--- config.mk ---
export PLATFORM = sky130hd
export DESIGN_NAME = odio_bank
export DESIGN_NICKNAME = d
export VERILOG_FILES = /design/src/rtl/odio_pkg.sv /design/src/rtl/odio_sync.sv /design/src/rtl/odio_port_reg.sv /design/src/rtl/odio_ctrl_reg.sv /design/src/rtl/odio_rd_mux.sv /design/src/rtl/odio_bank.sv
export SDC_FILE = /design/constraint.sdc
export NUM_CORES = 1
export LEC_CHECK = 0
export BUFFER_PORTS_ARGS = -buffer_cell sky130_fd_sc_hd__buf_2
export CAP_MARGIN = 25
export CORE_MARGIN = 1
export CORE_UTILIZATION = 25
export DETAILED_ROUTE_END_ITERATION = 8
export GPL_ROUTABILITY_DRIVEN = 0
export MAX_ROUTING_LAYER = met4
export PLACE_DENSITY = 0.42
export SYNTH_ARGS = -nofsm -noshare
export SYNTH_HDL_FRONTEND = slang
export SYNTH_SLANG_ARGS = --single-unit
--- constraint.sdc ---
create_clock -name clk -period 2.6 [get_ports clk]
set_input_delay 0.52 -clock clk [delete_from_list [all_inputs] [get_ports clk]]
set_output_delay 0.52 -clock clk [all_outputs]
set_load 0.02 [all_outputs]
--- src/rtl/odio_pkg.sv ---
`timescale 1ns/1ps
package odio_pkg;
  localparam int unsigned ADDR_W   = 4;
  localparam int unsigned BYTE_W   = 8;
  localparam int unsigned PAGE_W   = 2;
  localparam int unsigned CTRL_OFS = 7;

  // True when the offset addresses one of the port registers.
  function automatic logic ofs_is_port(input logic [ADDR_W-1:0] a, input int unsigned nports);
    return int'(a) < int'(nports);
  endfunction

  // True when the offset addresses the page/lock control byte.
  function automatic logic ofs_is_ctrl(input logic [ADDR_W-1:0] a);
    return int'(a) == int'(CTRL_OFS);
  endfunction

  // Lock flags are sticky: new ones are ORed into the old set.
  function automatic logic [BYTE_W-PAGE_W-1:0] merge_locks(
      input logic [BYTE_W-PAGE_W-1:0] old_l,
      input logic [BYTE_W-PAGE_W-1:0] new_l);
    return old_l | new_l;
  endfunction

  // Control byte layout: page on the top bits, locks below.
  function automatic logic [BYTE_W-1:0] pack_ctrl(
      input logic [PAGE_W-1:0] pg,
      input logic [BYTE_W-PAGE_W-1:0] lk);
    return {pg, lk};
  endfunction
endpackage

--- src/rtl/odio_sync.sv ---
`timescale 1ns/1ps
module odio_sync #(
  parameter int unsigned W      = 48,
  parameter int unsigned STAGES = 2
) (
  input  logic         clk,
  input  logic         rst_n,
  input  logic [W-1:0] d_i,
  output logic [W-1:0] q_o
);
  logic [W-1:0] stage_q [STAGES];

  genvar s;
  generate
    for (s = 0; s < STAGES; s++) begin : g_stage
      always_ff @(posedge clk or negedge rst_n) begin
        if (!rst_n) stage_q[s] <= '1;
        else if (s == 0) stage_q[s] <= d_i;
        else stage_q[s] <= stage_q[(s == 0) ? 0 : s-1];
      end
    end
  endgenerate

  assign q_o = stage_q[STAGES-1];

  // Cycles since reset, for the first-stage capture check.
  logic warm_q;
  always_ff @(posedge clk or negedge rst_n) begin
    if (!rst_n) warm_q <= 1'b0;
    else warm_q <= 1'b1;
  end

  p_first_stage_r3: assert property (@(posedge clk) disable iff (!rst_n)
    warm_q |-> (stage_q[0] == $past(d_i)));
endmodule

--- src/rtl/odio_port_reg.sv ---
`timescale 1ns/1ps
module odio_port_reg #(
  parameter int unsigned PW = 8
) (
  input  logic          clk,
  input  logic          rst_n,
  input  logic          wr_hit_i,
  input  logic          lock_i,
  input  logic [PW-1:0] wdata_i,
  output logic [PW-1:0] q_o
);
  logic          take_w;
  logic [PW-1:0] q;

  assign take_w = wr_hit_i && !lock_i;

  always_ff @(posedge clk or negedge rst_n) begin
    if (!rst_n) q <= '0;
    else if (take_w) q <= wdata_i;
  end

  assign q_o = q;

  p_write_lands_r2: assert property (@(posedge clk) disable iff (!rst_n)
    (wr_hit_i && !lock_i) |=> (q == $past(wdata_i)));

  p_locked_hold_r5: assert property (@(posedge clk) disable iff (!rst_n)
    lock_i |=> $stable(q));
endmodule

--- src/rtl/odio_ctrl_reg.sv ---
`timescale 1ns/1ps
module odio_ctrl_reg #(
  parameter int unsigned NPORT  = 6,
  parameter int unsigned PAGE_W = 2
) (
  input  logic                    clk,
  input  logic                    rst_n,
  input  logic                    wr_hit_i,
  input  logic [NPORT+PAGE_W-1:0] wdata_i,
  output logic [PAGE_W-1:0]       page_o,
  output logic [NPORT-1:0]        lock_o
);
  localparam int unsigned CW = NPORT + PAGE_W;

  logic [PAGE_W-1:0] page_q;
  logic [NPORT-1:0]  lock_q;

  always_ff @(posedge clk or negedge rst_n) begin
    if (!rst_n) begin
      page_q <= '0;
      lock_q <= '0;
    end else if (wr_hit_i) begin
      page_q <= wdata_i[CW-1:NPORT];
      lock_q <= odio_pkg::merge_locks(lock_q, wdata_i[NPORT-1:0]);
    end
  end

  assign page_o = page_q;
  assign lock_o = lock_q;

  p_lock_sticky_r4: assert property (@(posedge clk) disable iff (!rst_n)
    1'b1 |=> ((lock_q & $past(lock_q)) == $past(lock_q)));

  p_page_load_r4: assert property (@(posedge clk) disable iff (!rst_n)
    wr_hit_i |=> (page_q == $past(wdata_i[CW-1:NPORT])));
endmodule

--- src/rtl/odio_rd_mux.sv ---
`timescale 1ns/1ps
module odio_rd_mux #(
  parameter int unsigned NPORT  = 6,
  parameter int unsigned PW     = 8,
  parameter int unsigned AW     = 4,
  parameter int unsigned PAGE_W = 2
) (
  input  logic [AW-1:0]       addr_i,
  input  logic [NPORT*PW-1:0] lvl_i,
  input  logic [PAGE_W-1:0]   page_i,
  input  logic [NPORT-1:0]    lock_i,
  output logic [PW-1:0]       rdata_o
);
  always_comb begin
    rdata_o = '0;
    if (odio_pkg::ofs_is_port(addr_i, NPORT)) begin
      for (int k = 0; k < NPORT; k++) begin
        if (int'(addr_i) == k) rdata_o = ~lvl_i[k*PW +: PW];
      end
    end else if (odio_pkg::ofs_is_ctrl(addr_i)) begin
      rdata_o = odio_pkg::pack_ctrl(page_i, lock_i);
    end
  end
endmodule

--- src/rtl/odio_bank.sv ---
`timescale 1ns/1ps
module odio_bank #(
  parameter int unsigned NPORT  = 6,
  parameter int unsigned PW     = odio_pkg::BYTE_W,
  parameter int unsigned AW     = odio_pkg::ADDR_W,
  parameter int unsigned PAGE_W = odio_pkg::PAGE_W,
  parameter int unsigned SYNC_N = 2
) (
  input  logic                    clk,
  input  logic                    rst_n,
  input  logic [AW-1:0]           host_addr,
  input  logic                    host_wr,
  input  logic [PW-1:0]           host_wdata,
  output logic [PW-1:0]           host_rdata,
  input  logic [NPORT*PW-1:0]     pad_in,
  output logic [NPORT*PW-1:0]     pad_sink,
  output logic [PAGE_W-1:0]       bank_page
);
  localparam int unsigned NPIN = NPORT * PW;

  logic [NPORT-1:0] port_hit;
  logic             ctrl_hit;
  logic             addr_known;
  logic [NPORT-1:0] lock;
  logic [NPIN-1:0]  lvl_sync;

  assign ctrl_hit   = host_wr && odio_pkg::ofs_is_ctrl(host_addr);
  assign addr_known = odio_pkg::ofs_is_port(host_addr, NPORT) || odio_pkg::ofs_is_ctrl(host_addr);

  genvar k;
  generate
    for (k = 0; k < NPORT; k++) begin : g_port
      assign port_hit[k] = host_wr && (host_addr == AW'(k));
      odio_port_reg #(.PW(PW)) u_reg (
        .clk      (clk),
        .rst_n    (rst_n),
        .wr_hit_i (port_hit[k]),
        .lock_i   (lock[k]),
        .wdata_i  (host_wdata),
        .q_o      (pad_sink[k*PW +: PW])
      );
    end
  endgenerate

  odio_ctrl_reg #(.NPORT(NPORT), .PAGE_W(PAGE_W)) u_ctrl (
    .clk      (clk),
    .rst_n    (rst_n),
    .wr_hit_i (ctrl_hit),
    .wdata_i  (host_wdata),
    .page_o   (bank_page),
    .lock_o   (lock)
  );

  odio_sync #(.W(NPIN), .STAGES(SYNC_N)) u_sync (
    .clk   (clk),
    .rst_n (rst_n),
    .d_i   (pad_in),
    .q_o   (lvl_sync)
  );

  odio_rd_mux #(.NPORT(NPORT), .PW(PW), .AW(AW), .PAGE_W(PAGE_W)) u_rd (
    .addr_i  (host_addr),
    .lvl_i   (lvl_sync),
    .page_i  (bank_page),
    .lock_i  (lock),
    .rdata_o (host_rdata)
  );

  p_one_target_r2: assert property (@(posedge clk) disable iff (!rst_n)
    $onehot0({port_hit, ctrl_hit}));

  p_rsvd_quiet_r7: assert property (@(posedge clk) disable iff (!rst_n)
    (host_wr && !addr_known) |=> ($stable(pad_sink) && $stable(bank_page) && $stable(lock)));

  p_page_follow_r8: assert property (@(posedge clk) disable iff (!rst_n)
    !ctrl_hit |=> $stable(bank_page));
endmodule

==> impl_metrics.py <==
metrics = {
    "detailed_routing": {
        "routedWlPerCell_um": 16.44,
        "dr.pass1.iters": 4,
        "drt_drc_violations_left": 0,
        "dr_total_vias": 2826,
        "drt-total-wl_um": 11690,
        "ant_nets": 0,
        "drt_iter0_markers": 74,
        "viasPerCell": 3.975,
    },
    "synthesis": {
        "synth_area_leaders": "dfstp_2 49%, dfrtp_1 27%, mux2_2 9.1%",
        "netlist_area_mm2": 0.005200,
        "synth_top_area_share_pct": 48.51,
        "synth_cells": 289,
        "syn_area_per_cell_um2": 17.99,
        "yosysUniqueCellTypes": 35,
        "yosysTopAreaCell": "dfstp_2",
        "synth_common_cells": "96 x dfstp_2, 56 x dfrtp_1, 42 x mux2_2",
        "synthArstFlopShare_pct": 100.0,
        "syn_nets": 352,
        "yosys_warnings": 0,
        "ys_seq_area_share_pct": 75.46,
        "synth_edf_count": 0,
        "ys_ff_latch": 152,
        "yosys_most_used_dff": "dfstp_2",
        "yosysMostFrequentCell": "dfstp_2",
    },
    "clock_network": {
        "cts_tree": "yes",
        "clkSlewWorstSetupHoldPaths_ns": 0.06,
        "clockBufferDepth": 2,
        "clock-root-buffer": "clkbuf_16",
        "hold_buffers": 0,
        "insertion_delay_ns": 0.42,
        "clock_sinks": 152,
        "numCtsBuffers": 17,
        "cts_htree_levels": 4,
        "postCtsSetupBuffers": 0,
        "cts_resized": 0,
    },
    "grt": {
        "grt_first_pass_wirelength_um": 18670,
        "track_usage_pct": 12.26,
        "antenna_found_initial": 1,
        "grt_max_degree": 61,
        "grt_overflow": 0,
        "grt_pass1_vias": 3150,
    },
    "sta": {
        "rsz0062_at_grt": "no",
        "fin_crit_ns": 2.464,
        "fin_crit_sh_pct": 94.78,
        "finalWorstSetupSlack_ns": 0.1357,
        "fin_skew_ns": 0.007841,
        "relSlewSlack_pct": 61.57,
        "tightest_slew_ns": 0.5764,
        "setup_tns_ns": 0,
        "hold_viol": 0,
        "clock.fmax_mhz": 405.8,
        "setup_violations": 0,
        "slew_viol_final": 0,
    },
    "min_path": {
        "hp-class": "input port to async pin",
    },
    "critical_path": {
        "required_ns": 2.08,
        "cp_max_fo": 11,
        "reg2regPathDepth": 2,
        "critical_path_class": "input port to primary output",
        "worst_setup_path_end_kind": "primary output",
        "arrival_ns": 1.94,
        "cp-start-kind": "input port",
    },
    "cells_and_area": {
        "drive_above_1_share_pct": 72.73,
        "area.growth.synth_to_final_pct": 30.10,
        "ff_latch_area_mm2": 0.003924,
        "nets": 490,
        "fillers": 2032,
        "multi_input_area_mm2": 0.001205,
    },
    "floorplanning": {
        "fp-row-count": 52,
        "design.die.area_mm2": 0.02138,
        "coreArea_mm2": 0.02030,
        "die_y_um": 146.2,
        "pin_count": 121,
        "initial_utilization_pct": 25.62,
        "die_x_um": 146.2,
    },
    "run": {
        "drv_cap": 0,
    },
    "run_status": {
        "status": "complete, no violations",
    },
    "place": {
        "dpl_worst_slack_ns": 0.1352,
        "dp_hpwl_um": 8516,
        "io_buffer_count": 120,
    },
    "power_and_ir_drop": {
        "vdd_drop_max_mv": 0.3938,
        "leakagePower_nw": 3.051,
        "power_density_mw_per_mm2": 910.4,
        "p_total_mw": 6.159,
    },
}
cells in the final DEF (no fill, tap or decap), types with 2 or more instances in the layout:
master	count
buf_2	119
dfstp_2	96
dfrtp_1	56
mux2_2	42
clkbuf_16	17
o21ai_0	10
buf_4	10
nor2b_1	8
mux2_4	8
mux4_2	6
mux2i_1	6
a22oi_1	6
a21o_1	6
inv_6	5
nor2_1	3
and2b_1	3
clkinv_4	3
inv_8	3
nand3b_1	2
inv_1	2
o311ai_0	2
nand3_1	2
a211o_1	2
a21oi_1	2
a22o_1	2
or4_1	2
worst max-delay path, stage by stage:
cell and delay [ns]:
buf_2 0.21, and2b_1 0.21, mux4_2 0.45, o21ai_0 0.31, buf_2 0.24
area by class of cell:
cell class	count	area share, %
clock buffer	18	6.344
antenna	1	0.03699
timing repair buffer	131	10.38
inverter	2	0.1110
multi-input combinational	123	17.81
tap	270	4.994
clock inverter	14	2.330
sequential	152	58.00
registers in the layout (all words and copies together), names as in the netlist:
signal	flops
u_sync.stage_q	48
u_sync.q_o	48
g_port.u_reg.q_o	48
u_ctrl.lock_o	6
u_ctrl.page_o	2
kinds of logic after synthesis:
kind of cell | after synthesis | synth area share, %
flip-flops | 152 | 75.46
AND/OR/NAND/NOR | 31 | 4.115
AO/OA/AOI/OAI | 30 | 3.898
buffers and inverters | 14 | 1.372
multiplexers | 62 | 15.16
report_power, final:
group	total [mW]	switching [mW]	leakage, nW	internal, mW
registers	2.85	0.142	1.69	2.71
clock network	2.42	1.05	0.285	1.36
logic	0.892	0.512	1.07	0.380
routing by layer:
metal | up-vias | wire length, µm | track usage (%) | part of all wire [%]
met5 | - | 0 | - | 0
met4 | 0 | 150 | 4.531 | 1.3
met3 | 18 | 627 | 3.875 | 5.4
met2 | 101 | 5311 | 17.69 | 45
met1 | 1414 | 5601 | 16.05 | 48
li1 | 1293 | - | - | -
through the flow:
step,hold WS [ns],instance area (µm²),std cells,util [%]
final,0.05364,6765,711,33.33
after global routing,0.08911,6765,711,33.33
after CTS,0.07868,6763,710,33.31
after detailed placement,0.3468,6176,678,30.42
after global placement,0.3472,6176,678,30.42
after floorplan,0.2244,5200,289,-
path summary, 6_finish.rpt:
kind / start / endpoint / slack (ns)
worst min register to register: u_sync.stage_q[89]$_DFF_PN1_ / u_sync.q_o[41]$_DFF_PN1_ / 0.35
max in group asynchronous: rst_n / u_sync.q_o[36]$_DFF_PN1_ / 1.77
worst min-delay path: rst_n / g_port[5].u_reg.q_o[1]$_DFFE_PN0P_ / 0.05
worst max register to register: u_ctrl.lock_o[4]$_DFFE_PN0P_ / g_port[4].u_reg.q_o[3]$_DFFE_PN0P_ / 0.95
min in group clk: pad_in[11] / u_sync.stage_q[59]$_DFF_PN1_ / 0.19
worst max-delay path: host_addr[2] / host_rdata[4] / 0.14
Power figures use the tool's default switching activity.
